==> src/rtl/pgx_pkg.sv <==
package pgx_pkg;

  typedef enum logic [1:0] {
    ACC_READ  = 2'd0,
    ACC_WRITE = 2'd1,
    ACC_FETCH = 2'd2,
    ACC_RSVD  = 2'd3
  } acc_e;

  typedef enum logic [1:0] {
    FLT_NONE    = 2'd0,
    FLT_BOUNDS  = 2'd1,
    FLT_INVALID = 2'd2,
    FLT_PROT    = 2'd3
  } flt_e;

  typedef enum logic [1:0] {
    PR_RO   = 2'd0,
    PR_RW   = 2'd1,
    PR_XO   = 2'd2,
    PR_NONE = 2'd3
  } prot_e;

  // Permission table: which access kinds a protection code admits.
  function automatic logic prot_allows(input logic [1:0] prot, input logic [1:0] acc);
    logic ok;
    case (prot_e'(prot))
      PR_RO:   ok = (acc == ACC_READ) || (acc == ACC_FETCH);
      PR_RW:   ok = (acc != ACC_RSVD);
      PR_XO:   ok = (acc == ACC_FETCH);
      default: ok = 1'b0;
    endcase
    return ok;
  endfunction

  function automatic logic [1:0] prot_fault(input logic [1:0] prot, input logic [1:0] acc);
    return prot_allows(prot, acc) ? FLT_NONE : FLT_PROT;
  endfunction

endpackage

==> src/rtl/pgx_cfg.sv <==
module pgx_cfg #(
  parameter int MEM_AW = 16
) (
  input  logic              clk,
  input  logic              rst_n,
  input  logic              cfg_we,
  input  logic              cfg_sel,
  input  logic [MEM_AW-1:0] cfg_wdata,
  output logic [MEM_AW-1:0] base,
  output logic [MEM_AW-1:0] len,
  output logic              flush
);

  always_ff @(posedge clk or negedge rst_n) begin
    if (!rst_n) begin
      base <= '0;
      len  <= '0;
    end else if (cfg_we) begin
      if (cfg_sel) len  <= cfg_wdata;
      else         base <= cfg_wdata;
    end
  end

  // Entries carry no address-space tag, so any register write empties the buffer.
  assign flush = cfg_we;

endmodule

==> src/rtl/pgx_tlb.sv <==
module pgx_tlb #(
  parameter int ENTRIES = 8,
  parameter int VPN_W   = 4,
  parameter int PFN_W   = 8
) (
  input  logic               clk,
  input  logic               rst_n,
  input  logic               flush,
  input  logic [VPN_W-1:0]   look_vpn,
  output logic               hit,
  output logic [PFN_W-1:0]   hit_pfn,
  output logic [1:0]         hit_prot,
  input  logic               fill_en,
  input  logic [VPN_W-1:0]   fill_vpn,
  input  logic [PFN_W-1:0]   fill_pfn,
  input  logic [1:0]         fill_prot,
  output logic [ENTRIES-1:0] valid_vec,
  output logic [ENTRIES-1:0] match_vec
);

  localparam int PTR_W = (ENTRIES > 1) ? $clog2(ENTRIES) : 1;
  localparam logic [PTR_W-1:0] PTR_LAST = PTR_W'(ENTRIES - 1);

  logic [VPN_W-1:0] tag_q  [ENTRIES];
  logic [PFN_W-1:0] pfn_q  [ENTRIES];
  logic [1:0]       prot_q [ENTRIES];
  logic [ENTRIES-1:0] vld_q;
  logic [PTR_W-1:0]   ptr_q;

  for (genvar e = 0; e < ENTRIES; e++) begin : g_slot
    logic sel;
    assign sel = fill_en && (ptr_q == PTR_W'(e));
    assign match_vec[e] = vld_q[e] && (tag_q[e] == look_vpn);

    always_ff @(posedge clk or negedge rst_n) begin
      if (!rst_n)      vld_q[e] <= 1'b0;
      else if (flush)  vld_q[e] <= 1'b0;
      else if (sel)    vld_q[e] <= 1'b1;
    end

    always_ff @(posedge clk) begin
      if (sel && !flush) begin
        tag_q[e]  <= fill_vpn;
        pfn_q[e]  <= fill_pfn;
        prot_q[e] <= fill_prot;
      end
    end
  end

  always_ff @(posedge clk or negedge rst_n) begin
    if (!rst_n)       ptr_q <= '0;
    else if (flush)   ptr_q <= '0;
    else if (fill_en) ptr_q <= (ptr_q == PTR_LAST) ? '0 : ptr_q + 1'b1;
  end

  always_comb begin
    hit_pfn  = '0;
    hit_prot = '0;
    for (int e = 0; e < ENTRIES; e++) begin
      if (match_vec[e]) begin
        hit_pfn  = hit_pfn  | pfn_q[e];
        hit_prot = hit_prot | prot_q[e];
      end
    end
  end

  assign hit       = |match_vec;
  assign valid_vec = vld_q;

endmodule

==> src/rtl/pgx_walker.sv <==
module pgx_walker #(
  parameter int MEM_AW = 16
) (
  input  logic              clk,
  input  logic              rst_n,
  input  logic              start,
  input  logic [MEM_AW-1:0] start_addr,
  output logic              mem_req,
  output logic [MEM_AW-1:0] mem_addr,
  input  logic              mem_ack,
  output logic              done
);

  always_ff @(posedge clk or negedge rst_n) begin
    if (!rst_n) begin
      mem_req  <= 1'b0;
      mem_addr <= '0;
    end else if (start) begin
      mem_req  <= 1'b1;
      mem_addr <= start_addr;
    end else if (mem_req && mem_ack) begin
      mem_req  <= 1'b0;
    end
  end

  assign done = mem_req && mem_ack;

endmodule

==> src/rtl/pgxlate_unit.sv <==
module pgxlate_unit #(
  parameter int LA_W    = 16,
  parameter int PG_BITS = 12,
  parameter int PA_W    = 20,
  parameter int TLB_N   = 8,
  parameter int MEM_AW  = 16
) (
  input  logic                      clk,
  input  logic                      rst_n,
  input  logic                      req_valid,
  input  logic [LA_W-1:0]           req_vaddr,
  input  logic [1:0]                req_kind,
  output logic                      busy,
  output logic                      rsp_valid,
  output logic [PA_W-1:0]           rsp_paddr,
  output logic [1:0]                rsp_fault,
  input  logic                      cfg_we,
  input  logic                      cfg_sel,
  input  logic [MEM_AW-1:0]         cfg_wdata,
  output logic                      mem_req,
  output logic [MEM_AW-1:0]         mem_addr,
  input  logic                      mem_ack,
  input  logic [PA_W-PG_BITS+2:0]   mem_rdata
);
  import pgx_pkg::*;

  localparam int VPN_W = LA_W - PG_BITS;
  localparam int PFN_W = PA_W - PG_BITS;

  // Arithmetic helpers.
  function automatic logic [PA_W-1:0] join_addr(input logic [PFN_W-1:0] pfn,
                                                 input logic [PG_BITS-1:0] off);
    return {pfn, off};
  endfunction

  function automatic logic [MEM_AW-1:0] entry_addr(input logic [MEM_AW-1:0] b,
                                                   input logic [VPN_W-1:0] vpn);
    return b + MEM_AW'(vpn);
  endfunction

  function automatic logic in_bounds(input logic [VPN_W-1:0] vpn,
                                     input logic [MEM_AW-1:0] l);
    return MEM_AW'(vpn) < l;
  endfunction

  // Request split.
  logic [VPN_W-1:0]   vpn;
  logic [PG_BITS-1:0] off;
  assign vpn = req_vaddr[LA_W-1:PG_BITS];
  assign off = req_vaddr[PG_BITS-1:0];

  // Configuration.
  logic [MEM_AW-1:0] base, len;
  logic              flush;

  pgx_cfg #(.MEM_AW(MEM_AW)) u_cfg (
    .clk(clk), .rst_n(rst_n), .cfg_we(cfg_we), .cfg_sel(cfg_sel),
    .cfg_wdata(cfg_wdata), .base(base), .len(len), .flush(flush)
  );

  // Lookup.
  logic               tlb_hit;
  logic [PFN_W-1:0]   tlb_pfn;
  logic [1:0]         tlb_prot;
  logic               fill_en;
  logic [TLB_N-1:0]   tlb_valid;
  logic [TLB_N-1:0]   tlb_match;
  logic [VPN_W-1:0]   vpn_q;
  logic [PG_BITS-1:0] off_q;
  logic [1:0]         kind_q;

  // Fields of the fetched entry.
  logic [PFN_W-1:0] pte_pfn;
  logic             pte_valid;
  logic [1:0]       pte_prot;
  assign pte_pfn   = mem_rdata[PFN_W-1:0];
  assign pte_valid = mem_rdata[PFN_W];
  assign pte_prot  = mem_rdata[PFN_W+2:PFN_W+1];

  pgx_tlb #(.ENTRIES(TLB_N), .VPN_W(VPN_W), .PFN_W(PFN_W)) u_tlb (
    .clk(clk), .rst_n(rst_n), .flush(flush),
    .look_vpn(vpn), .hit(tlb_hit), .hit_pfn(tlb_pfn), .hit_prot(tlb_prot),
    .fill_en(fill_en), .fill_vpn(vpn_q), .fill_pfn(pte_pfn), .fill_prot(pte_prot),
    .valid_vec(tlb_valid), .match_vec(tlb_match)
  );

  // Named events for the checker.
  logic accept, oob_evt, hit_evt, miss_evt, walk_done;
  assign accept   = req_valid && !busy;
  assign oob_evt  = accept && !in_bounds(vpn, len);
  assign hit_evt  = accept && !oob_evt && tlb_hit;
  assign miss_evt = accept && !oob_evt && !tlb_hit;

  pgx_walker #(.MEM_AW(MEM_AW)) u_walk (
    .clk(clk), .rst_n(rst_n), .start(miss_evt),
    .start_addr(entry_addr(base, vpn)),
    .mem_req(mem_req), .mem_addr(mem_addr), .mem_ack(mem_ack), .done(walk_done)
  );

  assign busy = mem_req;

  // Pending request context and staleness after a flush during a walk.
  logic stale_q;
  always_ff @(posedge clk or negedge rst_n) begin
    if (!rst_n) begin
      vpn_q   <= '0;
      off_q   <= '0;
      kind_q  <= '0;
      stale_q <= 1'b0;
    end else if (miss_evt) begin
      vpn_q   <= vpn;
      off_q   <= off;
      kind_q  <= req_kind;
      stale_q <= 1'b0;
    end else if (flush && busy) begin
      stale_q <= 1'b1;
    end
  end

  assign fill_en = walk_done && pte_valid && !stale_q && !flush;

  // Response formation.
  logic [1:0]      hit_flt, walk_flt, nxt_flt;
  logic [PA_W-1:0] nxt_paddr;
  logic            nxt_valid;

  assign hit_flt  = prot_fault(tlb_prot, req_kind);
  assign walk_flt = pte_valid ? prot_fault(pte_prot, kind_q) : FLT_INVALID;

  always_comb begin
    nxt_valid = 1'b0;
    nxt_flt   = FLT_NONE;
    nxt_paddr = '0;
    if (oob_evt) begin
      nxt_valid = 1'b1;
      nxt_flt   = FLT_BOUNDS;
    end else if (hit_evt) begin
      nxt_valid = 1'b1;
      nxt_flt   = hit_flt;
      if (hit_flt == FLT_NONE) nxt_paddr = join_addr(tlb_pfn, off);
    end else if (walk_done) begin
      nxt_valid = 1'b1;
      nxt_flt   = walk_flt;
      if (walk_flt == FLT_NONE) nxt_paddr = join_addr(pte_pfn, off_q);
    end
  end

  always_ff @(posedge clk or negedge rst_n) begin
    if (!rst_n) begin
      rsp_valid <= 1'b0;
      rsp_fault <= FLT_NONE;
      rsp_paddr <= '0;
    end else begin
      rsp_valid <= nxt_valid;
      rsp_fault <= nxt_flt;
      rsp_paddr <= nxt_paddr;
    end
  end

endmodule

==> config.mk <==
export PLATFORM = sky130hd
export DESIGN_NAME = pgxlate_unit
export DESIGN_NICKNAME = d
export VERILOG_FILES = /design/src/rtl/pgx_pkg.sv /design/src/rtl/pgx_cfg.sv /design/src/rtl/pgx_tlb.sv /design/src/rtl/pgx_walker.sv /design/src/rtl/pgxlate_unit.sv
export SDC_FILE = /design/constraint.sdc
export NUM_CORES = 1
export LEC_CHECK = 0
export BUFFER_PORTS_ARGS = -buffer_cell sky130_fd_sc_hd__buf_2
export CAP_MARGIN = 30
export CORE_ASPECT_RATIO = 1.75
export CORE_UTILIZATION = 50
export CTS_BUF_LIST = sky130_fd_sc_hd__clkbuf_16
export CTS_CLUSTER_SIZE = 12
export DETAILED_ROUTE_END_ITERATION = 8
export GPL_ROUTABILITY_DRIVEN = 0
export PLACE_DENSITY_LB_ADDON = 0.3
export RECOVER_POWER = 100
export SYNTH_ARGS = -nofsm -noshare
export SYNTH_HDL_FRONTEND = slang
export SYNTH_HIERARCHICAL = 1
export SYNTH_SLANG_ARGS = --single-unit
==> constraint.sdc <==
create_clock -name clk -period 7 [get_ports clk]
set_input_delay 0.35 -clock clk [delete_from_list [all_inputs] [get_ports clk]]
set_output_delay 0.35 -clock clk [all_outputs]
set_load 0.005 [all_outputs]
==> Yosys cells after proc, flatten, opt, wreduce, memory -nomap -nowiden <==
Memory sizes are Yosys's and may differ from the RTL's.
Index checks and enable logic that the tools add are counted.
{ "totals": {"register_bits": 102, "ramBits": 112, "in_bits": 51, "output_inout_bits": 41, "elab_cells": 282, "mem_count": 3} }
{ "mem_list": {"columns": ["memory", "depth", "width", "read_ports", "rd_clocked_by_memory_dff", "write_ports", "line", "rtl"], "rows": [
  ["u_tlb.pfn_q", 8, 8, 8, 0, 1, "pgx_tlb.sv:25", "logic [PFN_W-1:0] pfn_q [ENTRIES];"],
  ["u_tlb.tag_q", 8, 4, 8, 0, 1, "pgx_tlb.sv:24", "logic [VPN_W-1:0] tag_q [ENTRIES];"],
  ["u_tlb.prot_q", 8, 2, 8, 0, 1, "pgx_tlb.sv:26", "logic [1:0] prot_q [ENTRIES];"]
]} }
{ "op_classes": {"n_addsub": 2, "magnitude_cmp": 1, "eq_ne": 23, "n_mux": 134, "bitwise_logic": 15, "reduce_logical": 84} }
{ "ops": {"columns": ["operator", "n"], "rows": [
  ["$mux 8", 15],
  ["$mux 20", 5],
  ["$mux 3", 24],
  ["$reduce_or 8->1", 8],
  ["$mux 1", 60],
  ["$or 8x8->8", 7],
  ["$mux 2", 21],
  ["$logic_and 1x1->1", 34],
  ["$eq 4x4->1", 8],
  ["$mux 4", 7],
  ["$reduce_or 4->1", 7],
  ["$reduce_bool 2->1", 11],
  ["$add 16x4->16", 1],
  ["$lt 4x16->1", 1],
  ["$or 2x2->2", 7],
  ["$reduce_or 2->1", 7],
  ["$eq 3x3->1 const B", 4],
  ["$logic_not 2->1", 6],
  ["$eq 2x2->1 const B", 4],
  ["$eq 3x2->1 const B", 2],
  ["$logic_not 1->1", 6],
  ["$pmux 1 s3", 2],
  ["$eq 2x1->1 const B", 2],
  ["$ne 2x2->1 const B", 2],
  ["other kinds (6)", 8]
]} }

==> Longest topological paths before layout <==
{ "depth": {"word_depth": 24, "ltp_mapped": 13, "mapped_depth_nobuf": 10} }

==> Hierarchy <==
Netlist, hierarchy kept.
{ "by_module_without_submodules": {"columns": ["module", "n_inst", "cells_each", "area_per_inst_um2"], "rows": [
  ["pgx_tlb", 1, 313, 4993.5],
  ["pgxlate_unit", 1, 172, 2109.5],
  ["pgx_cfg", 1, 70, 1260.0],
  ["pgx_walker", 1, 38, 689.4]
]} }

==> Worst setup path after synthesis <==
Ideal clock, no wire load.
{ "synth_path": {"path_kind": "register to register", "startpoint": "register u_walk.mem_req", "endpoint": "memory u_tlb.pfn_q[0][0] (enable)", "setup_time_ps": 405, "arrival_time_ps": 2217, "required_time_ps": 6595, "path_slack_ps": 4378, "stages_incl_launch_ff": 7, "period_less_slack_ps": 2622, "path_cell_list": "dfrtp_1 and2_1 nand2_1 nor3_1 clkbuf_1 nand2_1 nor3_1"} }
{ "synth_via": {"elab_chain_len": 16, "word_cells_on_any_way": 57, "cone_classes": "mux: 30; reduce/logical: 27"} }
{ "synth_rtl": {"columns": ["item", "line", "rtl"], "rows": [
  ["start: declaration", "pgx_walker.sv:8", "output logic mem_req,"],
  ["start signal: assignment", "pgx_walker.sv:16", "mem_req <= 1'b0;"],
  ["start signal: assignment", "pgx_walker.sv:19", "mem_req <= 1'b1;"],
  ["start signal: assignment", "pgx_walker.sv:22", "mem_req <= 1'b0;"],
  ["$logic_and 1x1->1 (*)", "pgx_walker.sv:26", "assign done = mem_req && mem_ack;"],
  ["via walk_done", "pgxlate_unit.sv:88", "logic accept, oob_evt, hit_evt, miss_evt, walk_done;"],
  ["$logic_and 1x1->1 (*) (3 in series)", "pgxlate_unit.sv:120", "assign fill_en = walk_done && pte_valid && !stale_q && !flush;"],
  ["via fill_en", "pgxlate_unit.sv:65", "logic fill_en;"],
  ["$logic_and 1x1->1", "pgx_tlb.sv:32", "assign sel = fill_en && (ptr_q == PTR_W'(e));"],
  ["$logic_and 1x1->1", "pgx_tlb.sv:42", "if (sel && !flush) begin"],
  ["$mux 1", "pgx_tlb.sv:42", null],
  ["$mux 1 (not written as such)", "pgx_tlb.sv:44", "pfn_q[e] <= fill_pfn;"],
  ["$reduce_or 8->1 (no line)", null, null],
  ["$mux 3 (no line) or $mux 1 (tied branches) (7 in series)", null, null],
  ["end: declaration", "pgx_tlb.sv:25", null]
]} }
Mark *: on every way through the listed nets, which the timed path passes. The rest lies on a longest branch.

==> Worst setup path after layout <==
{ "layout_path": {"startpoint": "register u_walk.mem_req", "endpoint": "memory u_tlb.tag_q[1][1], in the netlist u_tlb/tag_q[0][5] (enable)"} }
{ "layout_via": {"elab_chain_len": 16, "word_cells_on_any_way": 57, "cone_classes": "mux: 30; reduce/logical: 27"} }
{ "layout_rtl": {"columns": ["item", "line", "rtl"], "rows": [
  ["$logic_and 1x1->1 (*)", "pgx_walker.sv:26", null],
  ["via walk_done", "pgxlate_unit.sv:88", null],
  ["$logic_and 1x1->1 (*) (3 in series)", "pgxlate_unit.sv:120", null],
  ["via fill_en", "pgxlate_unit.sv:65", null],
  ["$logic_and 1x1->1", "pgx_tlb.sv:32", null],
  ["$logic_and 1x1->1", "pgx_tlb.sv:42", null],
  ["$mux 1", "pgx_tlb.sv:42", null],
  ["$mux 1 (not written as such)", "pgx_tlb.sv:43", "tag_q[e] <= fill_vpn;"],
  ["$reduce_or 4->1 (no line)", null, null],
  ["$mux 3 (no line) or $mux 1 (tied branches) (7 in series)", null, null],
  ["end: declaration", "pgx_tlb.sv:24", null]
]} }
Marks and branches as above.

==> results.ini <==
[run_status]
outcome = complete, but fails checks
failed_checks = max-capacitance violations, max-slew violations

[grt]
grt_pass1_vias = 5812
grt_pass1_wl_um = 32420
grt_max_degree = 73
overflow = 0
grt_usage_pct = 22.64
antenna_found_initial = 1

[detailed_routing]
firstDrtPassIters = 6
drtAntennaViolNets = 0
via_count = 5473
route.detailed.drc = 0
wl_per_cell_um = 21.98
routed_wl_um = 20420
drtIter0Drc = 284
viasPerCell = 5.891

[final_layout]
drive_gt1_share_pct = 21.81
area_delta_synth_final_pct = 11.18
fin_cells = 929
post-route-util_pct = 57.13
final_nets = 750

[clock_network]
clockBufferDepth = 3
clock_latency_ps = 490
clkTransAtPathRegs_ps = 60
numCtsBuffers = 21
tritoncts = done
post_cts_buffers = 0
h-tree-depth = 1
root_buffer = clkbuf_16
clkSinkCount = 214

[power_and_ir_drop]
p_leak_nw = 3.962
p_sw_w = 0.0006485
swShare_pct = 23.45
pwr-share-comb_pct = 10.2
report.power.total_w = 0.002766
seqPwrFrac_pct = 54.7
p_per_area_nw_per_um2 = 274.8
power_frac_clock_pct = 35.1
irDropWorstVdd_mv = 0.2113
p_int_w = 0.002117

[synth]
postSynth.asyncResetShare_pct = 47.66
ys_seq_elements = 214
synth_area_um2 = 9052
synth-edff-count = 112
yosysUniqueCellTypes = 46
ys.warnings.count = 6
ys.flop_type = edfxtp_1
ys_seq_area_share_pct = 65.35
netlist_instances = 593
syn_area_per_cell_um2 = 15.27
syn_nets = 658

[sta]
rsz0062_at_grt = false
finClkSkew_ps = 8.634
setup_viol = 0
fin_crit_ps = 4329
fin_ws_ps = 2671
worst-slew-pin-transition_ps = 2849
fmax_ghz = 0.2310
drv_slew = 118
finalHoldViolations = 0
post-route-period-util_pct = 61.84
tns_ps = 0
slew_headroom_pct = -91.42

[critical_path]
worstSetupPathType = reg2reg
start_kind = register
crit_arrival_ps = 4370
end_kind = register
path_max_fanout = 15
cp.required_ps = 7040

[floorplanning]
die_width_um = 103.7
core-area_um2 = 17620
rows = 64
dieArea_um2 = 18670
initial_core_util_pct = 51.38
ioPinCount = 92
die_y_um = 180

[placed_design]
dpl_worst_slack_ps = 3610
io_buffers = 91
hpwl_um = 14140
dpl.cell_count = 891

[flow_run]
cap_violations = 5

[hold_path]
holdCritPathClass = in2reg

[power by group through the flow]
stage / Sequential, W / Clock (W) / Combinational, W
after floorplan: 0.00152 / 0 / 0.000203
after global placement: 0.00153 / 0 / 0.000307
after detailed placement: 0.00154 / 0 / 0.000317
after CTS: 0.00151 / 0.000992 / 0.000320
after global routing: 0.00152 / 0.00104 / 0.000311
final: 0.00151 / 0.000970 / 0.000283
[sequential cells by signal, indices dropped and copies added, names as in the netlist]
| signal | count |
|---|---|
| off_q | 12 |
| vpn_q | 4 |
| u_tlb/valid_vec | 8 |
| u_tlb/prot_q | 16 |
| u_walk/mem_req | 1 |
| kind_q | 2 |
| u_tlb/pfn_q | 64 |
| u_cfg/base | 16 |
| stale_q | 1 |
| u_tlb/tag_q | 32 |
| rsp_fault | 2 |
| u_cfg/len | 16 |
| u_walk/mem_addr | 16 |
| rsp_valid | 1 |
| rsp_paddr | 20 |
| u_tlb/ptr_q | 3 |
[layer usage]
metal | vias up | wire (µm) | track usage [%]
li1 | 2435 | - | -
met1 | 2744 | 6897 | 24.51
met2 | 234 | 11550 | 43.97
met3 | 60 | 1153 | 2.901
met4 | 0 | 813 | 8.914
met5 | - | 0 | 0
[critical path: stages, from the launching register on]
cell     delay (ps)
dfrtp_1         430
and2_0          250
nand2_1         100
nor3_1          730
nand2_1         190
nor3_1         2170
[repair_timing]
item | 4_1_cts | 5_1_grt
hold buffers | 1 | 0
resized for setup | 0 | 0
hold endpoints to repair | 30 | 0
[cells in the mapped netlist, drive strengths merged (2+ instances only)]
master  number  area share [%]
clkbuf       7            0.29
nand2b       4            0.36
nor3        11            0.88
buf         28             2.7
mux2        66             9.0
mux2i        2            0.22
a22oi       20             1.7
nand3       12            0.66
a22o        20             1.9
and4        11             1.1
a21oi        7            0.39
a21o        11            0.93
dfrtp      102              28
nand4       43             3.0
nor4        11             1.0
xor2        28             2.7
nor2b        3            0.29
a211oi       2            0.17
nand2       17            0.73
edfxtp     112              37
xnor2       18             1.7
inv          8            0.33
nor3b        3            0.30
o311ai       2            0.19
nor2        13            0.54
and3         8            0.55
o21ai        4            0.22
ha          13             1.8
[cells by family (layout without fill, tap and decap cells)]
group | Yosys count | in the layout | synth area share [%]
compound gates | 71 | 71 | 6.165
xor+xnor | 46 | 46 | 4.451
buf+inv | 43 | 147 | 3.331
mux | 68 | 68 | 9.219
other cells | 0 | 1 | 0
fa+ha+maj | 14 | 14 | 2.018
flops | 214 | 214 | 65.35
simple gates | 137 | 137 | 9.468
[final timing paths]
path	slack, ps	endpoint	cells after the start	from
max	2670	u_tlb/tag_q[0][5]	5	u_walk/mem_req
min	100	rsp_paddr[5]	2	req_vaddr[5]
max reg2reg	2670	u_tlb/tag_q[0][5]	5	u_walk/mem_req
min reg2reg	480	u_tlb/valid_vec[0]	1	u_tlb/valid_vec[0]
max in group asynchronous	4370	rsp_paddr[3]	3	rst_n
min in group asynchronous	880	rsp_paddr[12]	2	rst_n
[through the flow]
| stage | area [µm²] | hold WS (ps) |
|---|---|---|
| 5_1_grt | 10060 | 97.98 |
| 6_report | 10060 | 100.4 |
| 3_3_place_gp | 9651 | 319.4 |
| 3_5_place_dp | 9651 | 327.0 |
| 4_1_cts | 10240 | 89.63 |
| 2_1_floorplan | 9052 | 54.41 |
[layout by cell type (no fill, tap or decap), types with 2 or more instances in the layout]
| cell | netlist | layout |
|---|---|---|
| a211oi_1 | 2 | 2 |
| a21o_1 | 10 | 10 |
| a21oi_1 | 7 | 6 |
| a22o_1 | 20 | 20 |
| a22oi_1 | 20 | 20 |
| and3_1 | 8 | 8 |
| and4_1 | 11 | 11 |
| buf_2 | 9 | 59 |
| buf_4 | 6 | 6 |
| clkbuf_1 | 7 | 38 |
| clkbuf_16 | 0 | 21 |
| dfrtp_1 | 102 | 102 |
| edfxtp_1 | 112 | 112 |
| ha_1 | 13 | 13 |
| inv_1 | 8 | 22 |
| mux2_1 | 0 | 11 |
| mux2_2 | 47 | 53 |
| mux2_4 | 19 | 2 |
| mux2i_1 | 2 | 2 |
| nand2_1 | 16 | 17 |
| nand2b_1 | 3 | 3 |
| nand3_1 | 12 | 12 |
| nand4_1 | 43 | 43 |
| nor2_1 | 13 | 13 |
| nor2b_1 | 2 | 3 |
| nor3_1 | 6 | 9 |
| nor3_2 | 5 | 2 |
| nor3b_1 | 2 | 2 |
| nor4_1 | 7 | 7 |
| nor4_2 | 4 | 4 |
| o21ai_0 | 4 | 4 |
| o311ai_0 | 2 | 2 |
| xnor2_1 | 18 | 18 |
| xor2_1 | 28 | 28 |
[area by class of cell]
cell class	count	area [µm²]
Clock buffer	21	525.5
Timing Repair Buffer	104	493.0
Multi-Input combinational cell	336	2756
Fill cell	1465	7552
Sequential cell	214	5916
Antenna cell	1	2.502
Clock inverter	14	52.55
Tap cell	231	289.0
Inverter	8	30.03
No activity file was read; power rests on OpenSTA's default activity.
